==> config.mk <==
export PLATFORM = sky130hd
export DESIGN_NAME = cmdq_decoder
export DESIGN_NICKNAME = d
export VERILOG_FILES = /design/src/rtl/cmdq_pkg.sv /design/src/rtl/cmdq_word_asm.sv /design/src/rtl/cmdq_xf_class.sv /design/src/rtl/cmdq_cp_class.sv /design/src/rtl/cmdq_out_stage.sv /design/src/rtl/cmdq_decoder.sv
export SDC_FILE = /design/constraint.sdc
export NUM_CORES = 1
export LEC_CHECK = 0
export BUFFER_PORTS_ARGS = -buffer_cell sky130_fd_sc_hd__buf_2
export CAP_MARGIN = 30
export CORE_ASPECT_RATIO = 1.75
export CORE_MARGIN = 10
export CORE_UTILIZATION = 25
export CTS_CLUSTER_SIZE = 28
export DETAILED_ROUTE_END_ITERATION = 8
export RECOVER_POWER = 50
export SYNTH_ARGS = -nofsm -noshare
export SYNTH_HDL_FRONTEND = slang
export SYNTH_SLANG_ARGS = --single-unit
==> constraint.sdc <==
create_clock -name clk -period 2.4 [get_ports clk]
set_input_delay 0.12 -clock clk [delete_from_list [all_inputs] [get_ports clk]]
set_output_delay 0.12 -clock clk [all_outputs]
set_load 0.03 [all_outputs]
==> src/rtl/cmdq_pkg.sv <==
package cmdq_pkg;
  localparam int WORD_W  = 32;
  localparam int BYTE_W  = 8;

  localparam logic [7:0] OP_NOP = 8'h00;
  localparam logic [7:0] OP_CP  = 8'h08;
  localparam logic [7:0] OP_XF  = 8'h10;
  localparam logic [7:0] OP_BP  = 8'h61;

  localparam logic [15:0] XF_MTX_END   = 16'h0400;
  localparam logic [15:0] XF_NRM_END   = 16'h0500;
  localparam logic [15:0] XF_DTX_END   = 16'h0600;
  localparam logic [15:0] XF_LIGHT_END = 16'h0680;
  localparam logic [15:0] XF_REG_BASE  = 16'h1000;
  localparam logic [15:0] XF_REG_NUM   = 16'h0050;

  typedef enum logic [1:0] {SP_XF = 2'd0, SP_BP = 2'd1, SP_CP = 2'd2} space_e;

  typedef enum logic [2:0] {
    RG_MTX = 3'd0, RG_NRM = 3'd1, RG_DTX = 3'd2, RG_LIGHT = 3'd3,
    RG_XFREG = 3'd4, RG_ARRBASE = 3'd5, RG_ARRSTRIDE = 3'd6, RG_GEN = 3'd7
  } region_e;

  typedef enum logic [1:0] {ST_OP = 2'd0, ST_SEL = 2'd1, ST_WORD = 2'd2} state_e;
  typedef enum logic [1:0] {K_BP = 2'd0, K_CP = 2'd1, K_XFHDR = 2'd2, K_XFDAT = 2'd3} kind_e;
endpackage

==> src/rtl/cmdq_word_asm.sv <==
module cmdq_word_asm #(
  parameter int BYTES = 4
) (
  input  logic                 clk,
  input  logic                 rst_n,
  input  logic                 take_i,
  input  logic [7:0]           byte_i,
  output logic                 done_o,
  output logic [BYTES*8-1:0]   word_o
);
  localparam int CNT_W = $clog2(BYTES);
  localparam int ACC_W = (BYTES - 1) * 8;

  logic [CNT_W-1:0] cnt_q, cnt_n;
  logic [ACC_W-1:0] acc_q, acc_n;

  always_comb begin
    cnt_n = cnt_q;
    acc_n = acc_q;
    if (take_i) begin
      cnt_n = (cnt_q == CNT_W'(BYTES - 1)) ? '0 : cnt_q + 1'b1;
      acc_n = {acc_q[ACC_W-9:0], byte_i};
    end
  end

  always_ff @(posedge clk or negedge rst_n) begin
    if (!rst_n) begin
      cnt_q <= '0;
      acc_q <= '0;
    end else if (take_i) begin
      cnt_q <= cnt_n;
      acc_q <= acc_n;
    end
  end

  assign done_o = take_i && (cnt_q == CNT_W'(BYTES - 1));
  assign word_o = {acc_q, byte_i};
endmodule

==> src/rtl/cmdq_xf_class.sv <==
module cmdq_xf_class
  import cmdq_pkg::*;
(
  input  logic [15:0] addr_i,
  output region_e     region_o,
  output logic        hit_o
);
  always_comb begin
    hit_o    = 1'b1;
    region_o = RG_GEN;
    if (addr_i < XF_MTX_END)                region_o = RG_MTX;
    else if (addr_i < XF_NRM_END)           region_o = RG_NRM;
    else if (addr_i < XF_DTX_END)           region_o = RG_DTX;
    else if (addr_i < XF_LIGHT_END)         region_o = RG_LIGHT;
    else if (addr_i >= XF_REG_BASE && addr_i < XF_REG_BASE + XF_REG_NUM)
                                            region_o = RG_XFREG;
    else                                    hit_o    = 1'b0;
  end
endmodule

==> src/rtl/cmdq_cp_class.sv <==
module cmdq_cp_class
  import cmdq_pkg::*;
#(
  parameter logic [3:0] BASE_SEL   = 4'd10,
  parameter logic [3:0] STRIDE_SEL = 4'd11,
  parameter int         ARRAYS     = 4
) (
  input  logic [7:0] sel_i,
  output region_e    region_o
);
  logic idx_ok;
  assign idx_ok = (int'(sel_i[3:0]) < ARRAYS);

  always_comb begin
    region_o = RG_GEN;
    if (idx_ok && sel_i[7:4] == BASE_SEL)        region_o = RG_ARRBASE;
    else if (idx_ok && sel_i[7:4] == STRIDE_SEL) region_o = RG_ARRSTRIDE;
  end
endmodule

==> src/rtl/cmdq_out_stage.sv <==
module cmdq_out_stage
  import cmdq_pkg::*;
#(
  parameter int ADDR_W = 16,
  parameter int DATA_W = 32
) (
  input  logic              clk,
  input  logic              rst_n,
  input  logic              load_i,
  input  space_e            space_i,
  input  logic [ADDR_W-1:0] addr_i,
  input  logic [DATA_W-1:0] data_i,
  input  region_e           region_i,
  input  logic              ready_i,
  output logic              valid_o,
  output space_e            space_o,
  output logic [ADDR_W-1:0] addr_o,
  output logic [DATA_W-1:0] data_o,
  output region_e           region_o,
  output logic              free_o
);
  logic valid_n;

  always_comb begin
    valid_n = valid_o;
    if (load_i)       valid_n = 1'b1;
    else if (ready_i) valid_n = 1'b0;
  end

  always_ff @(posedge clk or negedge rst_n) begin
    if (!rst_n) valid_o <= 1'b0;
    else        valid_o <= valid_n;
  end

  always_ff @(posedge clk or negedge rst_n) begin
    if (!rst_n) begin
      space_o  <= SP_XF;
      addr_o   <= '0;
      data_o   <= '0;
      region_o <= RG_GEN;
    end else if (load_i) begin
      space_o  <= space_i;
      addr_o   <= addr_i;
      data_o   <= data_i;
      region_o <= region_i;
    end
  end

  assign free_o = !valid_o || ready_i;

  AST_HOLD_STALLED: assert property (@(posedge clk) disable iff (!rst_n)
    valid_o && !ready_i |=> valid_o && $stable(addr_o) && $stable(data_o)
                            && $stable(space_o) && $stable(region_o));
endmodule

==> src/rtl/cmdq_decoder.sv <==
module cmdq_decoder
  import cmdq_pkg::*;
#(
  parameter int ADDR_W = 16
) (
  input  logic              clk,
  input  logic              rst_n,
  input  logic              in_valid,
  input  logic [7:0]        in_byte,
  output logic              in_ready,
  output logic              wr_valid,
  input  logic              wr_ready,
  output logic [1:0]        wr_space,
  output logic [ADDR_W-1:0] wr_addr,
  output logic [WORD_W-1:0] wr_data,
  output logic [2:0]        wr_region,
  output logic              err_flag
);
  localparam int BYTES = WORD_W / BYTE_W;

  state_e st_q, st_n;
  kind_e  kind_q, kind_n;
  logic [7:0]  sel_q, sel_n;
  logic [15:0] xa_q, xa_n, xl_q, xl_n;
  logic        err_q, err_n;

  logic              take, word_done, xf_hit, emit;
  logic [WORD_W-1:0] word;
  region_e           xf_region, cp_region, e_region, o_region;
  space_e            e_space, o_space;
  logic [ADDR_W-1:0] e_addr;
  logic [WORD_W-1:0] e_data;

  assign take = in_valid && in_ready;

  cmdq_word_asm #(.BYTES(BYTES)) u_asm (
    .clk(clk), .rst_n(rst_n), .take_i(take && st_q == ST_WORD),
    .byte_i(in_byte), .done_o(word_done), .word_o(word));

  cmdq_xf_class u_xf (.addr_i(xa_q), .region_o(xf_region), .hit_o(xf_hit));

  cmdq_cp_class u_cp (.sel_i(sel_q), .region_o(cp_region));

  always_comb begin
    st_n = st_q; kind_n = kind_q; sel_n = sel_q;
    xa_n = xa_q; xl_n = xl_q; err_n = err_q;
    emit = 1'b0; e_space = SP_BP; e_addr = '0; e_data = '0; e_region = RG_GEN;
    if (take) begin
      case (st_q)
        ST_OP: begin
          case (in_byte)
            OP_NOP: ;
            OP_CP:  st_n = ST_SEL;
            OP_XF:  begin st_n = ST_WORD; kind_n = K_XFHDR; end
            OP_BP:  begin st_n = ST_WORD; kind_n = K_BP; end
            default: err_n = 1'b1;
          endcase
        end
        ST_SEL: begin
          sel_n = in_byte; st_n = ST_WORD; kind_n = K_CP;
        end
        ST_WORD: if (word_done) begin
          case (kind_q)
            K_BP: begin
              emit = 1'b1; e_space = SP_BP;
              e_addr = ADDR_W'(word[31:24]); e_data = {8'h00, word[23:0]};
              st_n = ST_OP;
            end
            K_CP: begin
              emit = 1'b1; e_space = SP_CP; e_region = cp_region;
              e_addr = ADDR_W'(sel_q); e_data = word;
              st_n = ST_OP;
            end
            K_XFHDR: begin
              xa_n = word[15:0]; xl_n = word[31:16]; kind_n = K_XFDAT;
            end
            default: begin
              emit = xf_hit; e_space = SP_XF; e_region = xf_region;
              e_addr = ADDR_W'(xa_q); e_data = word;
              xa_n = xa_q + 16'd1;
              if (xl_q == 16'd0) st_n = ST_OP;
              else               xl_n = xl_q - 16'd1;
            end
          endcase
        end
        default: st_n = ST_OP;
      endcase
    end
  end

  always_ff @(posedge clk or negedge rst_n) begin
    if (!rst_n) begin
      st_q <= ST_OP; kind_q <= K_BP; sel_q <= '0;
      xa_q <= '0; xl_q <= '0; err_q <= 1'b0;
    end else if (take) begin
      st_q <= st_n; kind_q <= kind_n; sel_q <= sel_n;
      xa_q <= xa_n; xl_q <= xl_n; err_q <= err_n;
    end
  end

  cmdq_out_stage #(.ADDR_W(ADDR_W), .DATA_W(WORD_W)) u_out (
    .clk(clk), .rst_n(rst_n), .load_i(emit), .space_i(e_space),
    .addr_i(e_addr), .data_i(e_data), .region_i(e_region),
    .ready_i(wr_ready), .valid_o(wr_valid), .space_o(o_space),
    .addr_o(wr_addr), .data_o(wr_data), .region_o(o_region), .free_o(in_ready));

  assign wr_space  = o_space;
  assign wr_region = o_region;
  assign err_flag  = err_q;

  AST_ERR_STICKY: assert property (@(posedge clk) disable iff (!rst_n)
    err_flag |=> err_flag);
  AST_XF_IN_RANGE: assert property (@(posedge clk) disable iff (!rst_n)
    wr_valid && wr_space == 2'd0 |->
      (wr_addr < 16'h0680) || (wr_addr >= 16'h1000 && wr_addr < 16'h1050));
  AST_LIGHT_TAG: assert property (@(posedge clk) disable iff (!rst_n)
    wr_valid && wr_space == 2'd0 && wr_region == 3'd3 |->
      wr_addr >= 16'h0600 && wr_addr < 16'h0680);
  AST_BP_UPPER_CLEAR: assert property (@(posedge clk) disable iff (!rst_n)
    wr_valid && wr_space == 2'd1 |-> wr_data[31:24] == 8'h00 && wr_addr[15:8] == 8'h00);
  AST_NOP_STAYS_IDLE: assert property (@(posedge clk) disable iff (!rst_n)
    take && st_q == ST_OP && in_byte == OP_NOP |=> st_q == ST_OP && !emit);
endmodule

==> impl_results.md <==
* Status: finished, final reports clean
* Post-synthesis simple-gate area fraction at 0.181
* XOR/XNOR Fraction of Synth Area at 0.00145
* Vias in the first global route at 5,099
* Cell Area, Placed at 6800 um^2
* Largest family of logic cells by synthesized area: simple AND/OR/NAND/NOR gates
* Slew Limit Headroom at 0.153
* Gr usage total at 0.124
* Num rows at 75
* Yosys cell types at 60
* Clock skew at 0.00618 ns
* Async S/R FF share, synth at 1.00
* Crit-path cells: or4_1 -> o32a_2 -> buf_4 -> mux2_4
* Via density at 4.92
* Wirelength per Cell at 18.1 um
* Area grow syn2layout at 21.3%
* Internal Power at 5200 uW
* Adder-cell share of the synthesized area at 0.0166
* CP delay by family, top: simple AND/OR/NAND/NOR gates
* Grt total ovfl at 0
* Leak pwr at 0.00323 uW
* Post-synthesis compound-gate area fraction at 0.180
* Antenna-violating nets left at 0
* Root Driver: clkbuf_16
* CTS Buffer Depth at 2
* CTS buffer count at 17
* GR peak layer: met2
* Die area at 31,000 um^2
* Top-Level Pins at 68
* Unrepaired setup endpoints after global routing: false
* Drt initial violations at 407
* Diode count at 0
* Synth Flop Type: dfrtp_1
* Die width at 137 um
* Slew Viols, Final at 0
* Die height at 226 um
* Synth warnings at 0
* Worst-path maximum fanout at 19
* Post-synth EDFFs at 0
* Hold Path Class: input port to register
* DRC at 0
* Total Wirelength at 18.5 mm
* Core area at 23,900 um^2
* Grt met2 use at 0.218
* MaxCap Viol Count at 0
* First-pass GRT wire length at 29.2 mm
* Synth Cell Area at 6030 um^2
* Mapped Cells at 630
* CTS Sinks at 125
* Nets at 722
* Register area share after synthesis at 0.519
* H-tree Lvls at 4
* Post-CTS Setup Bufs at 0
* Worst-path clk slew at 0.06 ns
* Setup TNS at 0 ns
* Routing usage on met3 at 0.0324
* Final min period at 2.10 ns
* Highest-delay cell along the critical path: or4_1
* Most frequent cells in the layout: 142 x nand2_1, 122 x dfrtp_1, 52 x clkbuf_1
* Final period util at 0.874
* Placer Congestion at 0.869
* Dpl hpwl at 13.9 mm
* Seq pwr share at 0.385
* Pin count of the biggest net entering global routing at 66
* Worst IR drop on VDD at 579 uV
* P_sw at 3250 uW
* Total Power at 8450 uW
* Via Count at 5,025
* Worst path bufs/invs at 1
* Met1 Track Usage GR at 0.126
* Proportion of synthesized area in mux cells at 0.0581
* Post-cts sizing count at 0
* WP data arrival at 2.42 ns
* Initial antenna violation count at 0
* Worst endpoint required time at 2.72 ns
* Fmax at 477 MHz
* Yosys reg bits at 125
* Port bufs at 67
* Syn Area/Cell at 9.58 um^2
* Fin. Hold Viols at 0
* Commonest non-fill, non-tap cell in the layout: nand2_1
* Clock power frac at 0.288
* Synthesized net count at 650
* Crit path kind: register to register
* Power Dens Cells at 1160 nW/um^2
* Crit. End Element: register
* Post-route design area at 7320 um^2
* Setup violators final at 0
* Setup crit start kind: register
* Combinational fraction of design power at 0.326
* Critical path's largest stage delay at 0.62 ns
* CTS tree: built
* Worst-margin pin slew at 1.27 ns
* Clock Latency Late Sink at 0.44 ns
* Switch share at 0.384
* Initial core utilization at 0.252
* Share of post-route cells with drive strength above 1 at 0.153
* DRT Pass-1 Iters at 5
-- worst paths after layout --
check / startpoint / to / slack, ns / depth (start not counted)
min in group asynchronous: rst_n / u_asm.acc_q[11] / 0.49 / 2
max in group asynchronous: rst_n / u_out.data_o[15] / 0.68 / 3
setup / recovery: xa_q[14] / u_out.addr_o[2] / 0.30 / 4
hold reg to reg: u_out.region_o[1] / u_out.region_o[1] / 0.46 / 2
setup reg to reg: xa_q[14] / u_out.addr_o[2] / 0.30 / 4
hold / removal: in_valid / err_flag / 0.05 / 2
-- power by group through the flow --
stage	Combinational (uW)	Clock, uW	Sequential (uW)
detailed placement	2800	0	3290
CTS	2810	2490	3250
floorplan	1740	0	3300
finish	2760	2440	3260
global route	3060	2590	3330
global placement	2760	0	3280
-- cell usage after synthesis (9+ instances only) --
| master | count | area, um^2 |
|---|---|---|
| a21oi_1 | 41 | 205 |
| clkbuf_1 | 30 | 113 |
| dfrtp_1 | 122 | 3050 |
| inv_1 | 15 | 56.3 |
| mux2_2 | 11 | 124 |
| mux2_4 | 9 | 135 |
| nand2_1 | 142 | 533 |
| nand3_1 | 21 | 105 |
| nor2_1 | 20 | 75.1 |
| nor3_1 | 10 | 50.1 |
| o21ai_0 | 42 | 210 |
| o21ai_1 | 29 | 145 |
| o22ai_1 | 10 | 62.6 |
-- registers in the layout, summed over array words and instances, names as in the netlist --
name,flops
u_out.data_o,32
u_asm.acc_q,24
u_out.addr_o,16
xa_q,16
xl_q,16
sel_q,8
u_out.region_o,3
kind_q,2
st_q,2
u_asm.cnt_q,2
u_out.space_o,2
err_flag,1
u_out.valid_o,1
-- through the flow --
step	cells	setup slack, ns	hold WS [ns]	util
3_5_place_dp	988	0.322	0.192	0.284
6_report	1022	0.302	0.0486	0.306
3_3_place_gp	988	0.338	0.186	0.284
4_1_cts	1022	0.305	0.0259	0.309
2_1_floorplan	630	0.230	-0.176	-
5_1_grt	1022	0.151	0.0512	0.306
-- routing by layer --
| layer | share of wire | wire [um] |
|---|---|---|
| met5 | 0 | 0 |
| met2 | 0.54 | 9900 |
| met1 | 0.37 | 6890 |
| met3 | 0.038 | 707 |
| met4 | 0.052 | 964 |
-- cell families after synthesis --
family	after synthesis
AOI/OAI and AO/OA	174
and+or+nand+nor	235
adders and majority gates	8
buffers and inverters	58
muxes	29
xor gates and xnor gates	1
DFF	125
-- final cells by class --
cell class | instances | area, um^2
Multi-Input combinational cell | 447 | 2640
Fill cell | 2519 | 16600
Sequential cell | 125 | 3130
Tap cell | 308 | 385
Inverter | 15 | 56.3
Clock buffer | 20 | 467
Clock inverter | 11 | 93.8
Timing Repair Buffer | 96 | 543
-- what timing repair did --
action / CTS / global route
endpoints found under the setup margin: 0 / 0
hold buffers: 3 / 0
hold endpoints to repair: 50 / 0
Power figures use the tool's default switching activity.
